`config.mk`:
```
export PLATFORM = sky130hd
export DESIGN_NAME = rx_descrambler
export DESIGN_NICKNAME = d
export VERILOG_FILES = /design/src/rtl/rx_descrambler_pkg.sv /design/src/rtl/rx_descrambler_dp.sv /design/src/rtl/rx_descrambler_ctl.sv /design/src/rtl/rx_descrambler.sv
export SDC_FILE = /design/constraint.sdc
export NUM_CORES = 1
export LEC_CHECK = 0
export BUFFER_PORTS_ARGS = -buffer_cell sky130_fd_sc_hd__buf_2
export CAP_MARGIN = 40
export CORE_MARGIN = 3
export CORE_UTILIZATION = 40
export CTS_BUF_LIST = sky130_fd_sc_hd__clkbuf_2 sky130_fd_sc_hd__clkbuf_4 sky130_fd_sc_hd__clkbuf_8
export DETAILED_ROUTE_END_ITERATION = 12
export GPL_TIMING_DRIVEN = 0
export PLACE_DENSITY_LB_ADDON = 0.25
export SLEW_MARGIN = 0
export SYNTH_ARGS = -nofsm -noshare
export SYNTH_HDL_FRONTEND = slang
export SYNTH_HIERARCHICAL = 1
export SYNTH_SLANG_ARGS = --single-unit
```
`constraint.sdc`:
```
create_clock -name clk -period 5 [get_ports clk]
set_clock_uncertainty 0.15 [all_clocks]
set_input_delay 0.5 -clock clk [delete_from_list [all_inputs] [get_ports clk]]
set_output_delay 0.5 -clock clk [all_outputs]
set_load 0.02 [all_outputs]
```
`src/rtl/rx_descrambler_pkg.sv`:
```
package rx_descrambler_pkg;
  localparam int LFSR_LEN = 11;
  localparam int TAP_FAR  = 10;  // k[n-11]
  localparam int TAP_NEAR = 8;   // k[n-9]

  localparam logic [1:0] MODE_TX100 = 2'd0;

  typedef struct packed {
    logic step;      // advance the keystream register this cycle
    logic track;     // 1: feed back predicted key, 0: load inverted received bit
    logic descr;     // 1: output descrambled bit, 0: pass through
  } descCtl_t;
endpackage

```
`src/rtl/rx_descrambler_dp.sv`:
```
module rx_descrambler_dp
  import rx_descrambler_pkg::*;
(
  input  logic     clk,
  input  logic     rstN,
  input  logic     inBit,
  input  logic     inValid,
  input  descCtl_t ctl,
  output logic     descrBit,
  output logic     outBit,
  output logic     outValid
);
  logic [LFSR_LEN-1:0] keyReg;
  logic keyBit;

  assign keyBit   = keyReg[TAP_FAR] ^ keyReg[TAP_NEAR];
  assign descrBit = inBit ^ keyBit;

  always_ff @(posedge clk) begin
    if (!rstN) begin
      keyReg   <= '0;
      outBit   <= 1'b0;
      outValid <= 1'b0;
    end else begin
      outValid <= inValid;
      if (inValid) outBit <= ctl.descr ? descrBit : inBit;
      if (ctl.step) keyReg <= {keyReg[LFSR_LEN-2:0], ctl.track ? keyBit : ~inBit};
    end
  end
endmodule

```
`src/rtl/rx_descrambler_ctl.sv`:
```
module rx_descrambler_ctl
  import rx_descrambler_pkg::*;
#(
  parameter int RUN_LEN = 30,
  parameter int TIMEOUT = 1000000
) (
  input  logic       clk,
  input  logic       rstN,
  input  logic       inValid,
  input  logic [1:0] linkMode,
  input  logic       bypassEn,
  input  logic       descrBit,
  output descCtl_t   ctl,
  output logic       locked
);
  localparam int RW = $clog2(RUN_LEN + 1);
  localparam int TW = $clog2(TIMEOUT + 1);

  logic [RW-1:0] runCnt, runNext;
  logic [TW-1:0] toCnt;
  logic [2:0]    cfgPrev;
  logic          active, cfgChanged, runHit;

  assign active     = (linkMode == MODE_TX100) && !bypassEn;
  assign cfgChanged = {linkMode, bypassEn} != cfgPrev;
  assign runNext    = !descrBit ? '0 :
                      (runCnt == RW'(RUN_LEN)) ? runCnt : runCnt + 1'b1;
  assign runHit     = runNext == RW'(RUN_LEN);

  always_comb begin
    ctl.step  = inValid && active && !cfgChanged;
    ctl.track = locked;
    ctl.descr = active;
  end

  always_ff @(posedge clk) begin
    if (!rstN) begin
      runCnt  <= '0;
      toCnt   <= '0;
      locked  <= 1'b0;
      cfgPrev <= {MODE_TX100, 1'b0};
    end else begin
      cfgPrev <= {linkMode, bypassEn};
      if (!active || cfgChanged) begin
        runCnt <= '0;
        toCnt  <= '0;
        locked <= 1'b0;
      end else if (inValid) begin
        runCnt <= runNext;
        if (runHit) begin
          locked <= 1'b1;
          toCnt  <= '0;
        end else if (locked && toCnt == TW'(TIMEOUT - 1)) begin
          locked <= 1'b0;
          toCnt  <= '0;
          runCnt <= '0;
        end else if (locked) begin
          toCnt <= toCnt + 1'b1;
        end
      end
    end
  end
endmodule

```
`src/rtl/rx_descrambler.sv`:
```
module rx_descrambler
  import rx_descrambler_pkg::*;
#(
  parameter int RUN_LEN = 30,
  parameter int TIMEOUT = 1000000
) (
  input  logic       clk,
  input  logic       rstN,
  input  logic       inBit,
  input  logic       inValid,
  input  logic [1:0] linkMode,
  input  logic       bypassEn,
  output logic       outBit,
  output logic       outValid,
  output logic       lossOfSync
);
  descCtl_t ctl;
  logic descrBit, locked;

  rx_descrambler_ctl #(.RUN_LEN(RUN_LEN), .TIMEOUT(TIMEOUT)) u_ctl (
    .clk(clk), .rstN(rstN), .inValid(inValid), .linkMode(linkMode),
    .bypassEn(bypassEn), .descrBit(descrBit), .ctl(ctl), .locked(locked)
  );

  rx_descrambler_dp u_dp (
    .clk(clk), .rstN(rstN), .inBit(inBit), .inValid(inValid), .ctl(ctl),
    .descrBit(descrBit), .outBit(outBit), .outValid(outValid)
  );

  // Status is set whenever lock is absent and clears only when lock returns.
  assign lossOfSync = !locked;
endmodule

```
==> run summary <==
• library cells used by synthesis: 50
• clock latency at the later pin of the worst-skew pair: 300 ps
• num ports: 10
• fraction of layout cells with a size suffix above 1: 12.0%
• number of enable-type register cells in the synthesized netlist: 0
• total core area: 4850 µm²
• Critical path origin: u_ctl/runCnt[0]$_SDFFE_PP0P_
• antenna violations before repair: 0
• Fmax: 0.353 GHz
• Cell Chain, Critical Path: inv_1, ha_1, and3_1, o31ai_1, o2111a_2, buf_2, nor2_1, a21oi_1, buf_2, a21oi_1
• transition time at the pin with the least slew margin: 631 ps
• die width: 77.9 µm
• global route overflow: 0
• final layout net count: 268
• global-route wire length before repair: 7460 µm
• hold violation count in the final report: 0
• normalized max-slew margin: 57.9%
• Cells after Synth: 242
• type of the worst setup path: flop to flop
• switch share: 22.0%
• number of gates resized after cts: 0
• end point of the critical path: u_ctl/toCnt[12]$_SDFFE_PP0P_
• cts hold-fix bufs: 0
• worst-case vdd ir drop: 0.000151 V
• count of final max-slew check failures: 0
• design internal power: 0.461 mW
• count of inserted antenna diode cells: 0
• Register-to-Register Setup Slack: 2170 ps
• Routed WL: 4360 µm
• DRT iter0 DRCs: 108
• Pre-Repair DR Iteration Count: 4
• total placed cells including tap cells: 318
• switching power: 0.130 mW
• average cell area after synthesis: 8.55 µm²
• DRC Markers: 0
• critical path arrival: 2860 ps
• Reg2Reg Capture Point: u_ctl/toCnt[12]$_SDFFE_PP0P_
• cells taking the most area after synthesis: dfxtp_1 41%, mux2i_1 4.8%, a21oi_1 4.4%
• required time worst endpoint: 5030 ps
• library cell with the highest instance count after synthesis: dfxtp_1
• number of cells on the critical path: 10
• setup repair after global routing missed its margin: false
• post-synthesis instance area: 2070 µm²
• proportion of power drawn by combinational gates: 3.8%
• path class of the lowest-slack min-delay path: input pin to flop
• Top Family by Delay on Critical Path: compound AO/OA/AOI/OAI gates
• outcome: completed
• Worst setup EP type: flop
• placed wire-length estimate: 3080 µm
• buffers from clock root to sink, at most: 2
• number of setup violations in the final report: 0
• Worst Path Max Fanout: 10
• post-layout total power: 0.592 mW
• Die Footprint: 6070 µm²
• layout overhead on the synthesized area: 10.8%
• number of synthesized register bits: 42
• H-tree Lvls: 2
• WL/cell: 13.4 µm
• clock tree from TritonCTS: yes
• count of cells along the worst register-to-register path: 10
• maximum single-stage delay on the critical path: 450 ps
• total negative slack for setup checks: 0 ps
• CTS root buffer: clkbuf_8
• Yosys top cell area share: 40.7%
• Tcrit/Tclk final: 56.6%
• total via count in the routed design: 1778
• overall die height: 77.9 µm
• share of the yosys chip area belonging to registers: 40.7%
• fraction of registers with async set or reset after synthesis: 0%
• Sequential Power Share: 57.1%
• starting density of the core: 42.7%
• Post-synth top flop: dfxtp_1
• slowest cell on the critical path: dfxtp_1
• number of buffer and inverter instances along the worst setup path: 3
• clock slew seen by the registers of the worst setup and hold paths: 70 ps
• overall routing resource usage: 15.2%
• Rows: 25
• residual antenna-violating net count after detailed routing: 0
• final estimated routing congestion in global placement: 0.782
• final std cells w/o fill: 326
• Cell Pwr Density: 258 nW/µm²
• post-synthesis cell type with the largest combined area: dfxtp_1
• number of sinks driven by the clock tree: 42
• total leakage power: 0.741 nW
• vias in the first global route: 1621
• Via density: 5.45
• total number of yosys warnings: 6
• maximum number of pins on one net before global-route repair: 13
• max cap viols: 0
• commonest cells in the netlist: 42 x dfxtp_1, 24 x nor2_1, 18 x a21oi_1, 17 x nand2_1, 11 x o21ai_0
• post-layout minimum cycle time: 2830 ps
• TritonCTS buffer count: 5
• nature of the critical path startpoint: flop
• clock share of power: 39.1%
• number of post-CTS setup repair buffers: 0
• number of input and output port buffers inserted: 9
• origin of the critical flop-to-flop path: u_ctl/runCnt[0]$_SDFFE_PP0P_
• Post-Syn Nets: 252
## flip-flops by register name, indices dropped and copies added (netlist names)
register,cells
u_ctl/locked,1
u_ctl/toCnt,20
u_dp/outBit,1
u_dp/outValid,1
u_ctl/cfgPrev,3
u_ctl/runCnt,5
u_dp/keyReg,11
## cells in the final DEF, fill, tap and decap left out, drive strengths merged, types with 2 or more instances in the layout
cell type  synthesis  layout
clkbuf             4      11
nand3b             2       2
nor3               8       8
a31oi              5       5
inv                6       6
xnor2              2       2
o31ai              2       2
nor2              24      24
nand4              8       8
and2               5       5
or3                9       9
ha                 3       3
a21oi             18      18
a211oi             2       2
nor4b              2       2
and3               5       5
o21ai             13      13
o31a               2       2
o21a               3       3
nand2             17      17
xor2               5       5
nor4               2       2
nand3              7       7
dfxtp             42      42
buf                8      17
mux2i             10      10
or4                3       3
nor3b              2       2
nor2b              2       2
o211ai             7       7
## worst min-delay path by stage
stage	start	end	slack [ps]	cells after the start
final	linkMode[1]	u_ctl/cfgPrev[2]$_SDFF_PN0_	290	2
after floorplan	u_dp/keyReg[0]$_SDFFE_PN0P_	u_dp/keyReg[1]$_SDFFE_PN0P_	310	2
after CTS	inValid	u_dp/outBit$_SDFFE_PN0P_	280	2
after detailed placement	u_ctl/toCnt[1]$_SDFFE_PP0P_	u_ctl/toCnt[1]$_SDFFE_PP0P_	330	2
after global routing	linkMode[1]	u_ctl/cfgPrev[2]$_SDFF_PN0_	280	2
after global placement	u_ctl/toCnt[1]$_SDFFE_PP0P_	u_ctl/toCnt[1]$_SDFFE_PP0P_	330	2
## per-stage QoR
step	utilization (%)	worst slack (ps)	instance area (µm²)	hold WS, ps
after global placement	45.3	2160	2200	327
after detailed placement	45.3	2180	2200	329
after floorplan	-	2620	2070	305
after global routing	47.3	1950	2290	275
after CTS	47.3	2160	2290	278
final	47.3	2170	2290	289
## cell families after synthesis
| family | after synthesis | share of synthesized area (%) |
|---|---|---|
| AO/OA/AOI/OAI | 60 | 18.7 |
| XOR/XNOR | 7 | 2.96 |
| adder cells (fa/ha/maj) | 3 | 1.82 |
| buffers and inverters | 18 | 3.99 |
| flip-flops | 42 | 40.7 |
| multiplexers | 10 | 4.84 |
| AND/OR/NAND/NOR | 102 | 27.0 |
## routing by layer
metal,wire [µm],track usage (%)
met5,0,0
met4,77,6.29
met3,126,4.52
met2,1830,22.7
met1,2330,20.3
## cell type report
| type | count | area, µm² |
|---|---|---|
| tap | 67 | 83.8 |
| clock buffer | 7 | 90.1 |
| clock inverter | 1 | 5.00 |
| inverter | 6 | 22.5 |
| sequential | 42 | 841 |
| buffer | 12 | 60.1 |
| timing repair buffer | 9 | 45.0 |
| multi-input combinational | 182 | 1140 |
| fill | 495 | 2560 |
## power by group through the flow
stage          registers, mW  clock network (mW)  logic, mW
6_report               0.338               0.232     0.0224
4_1_cts                0.338               0.238     0.0225
3_3_place_gp           0.345                   0     0.0220
2_1_floorplan          0.347                   0     0.0125
3_5_place_dp           0.345                   0     0.0224
5_1_grt                0.338               0.257     0.0253
Note: power is estimated with default switching activity, not from simulation.
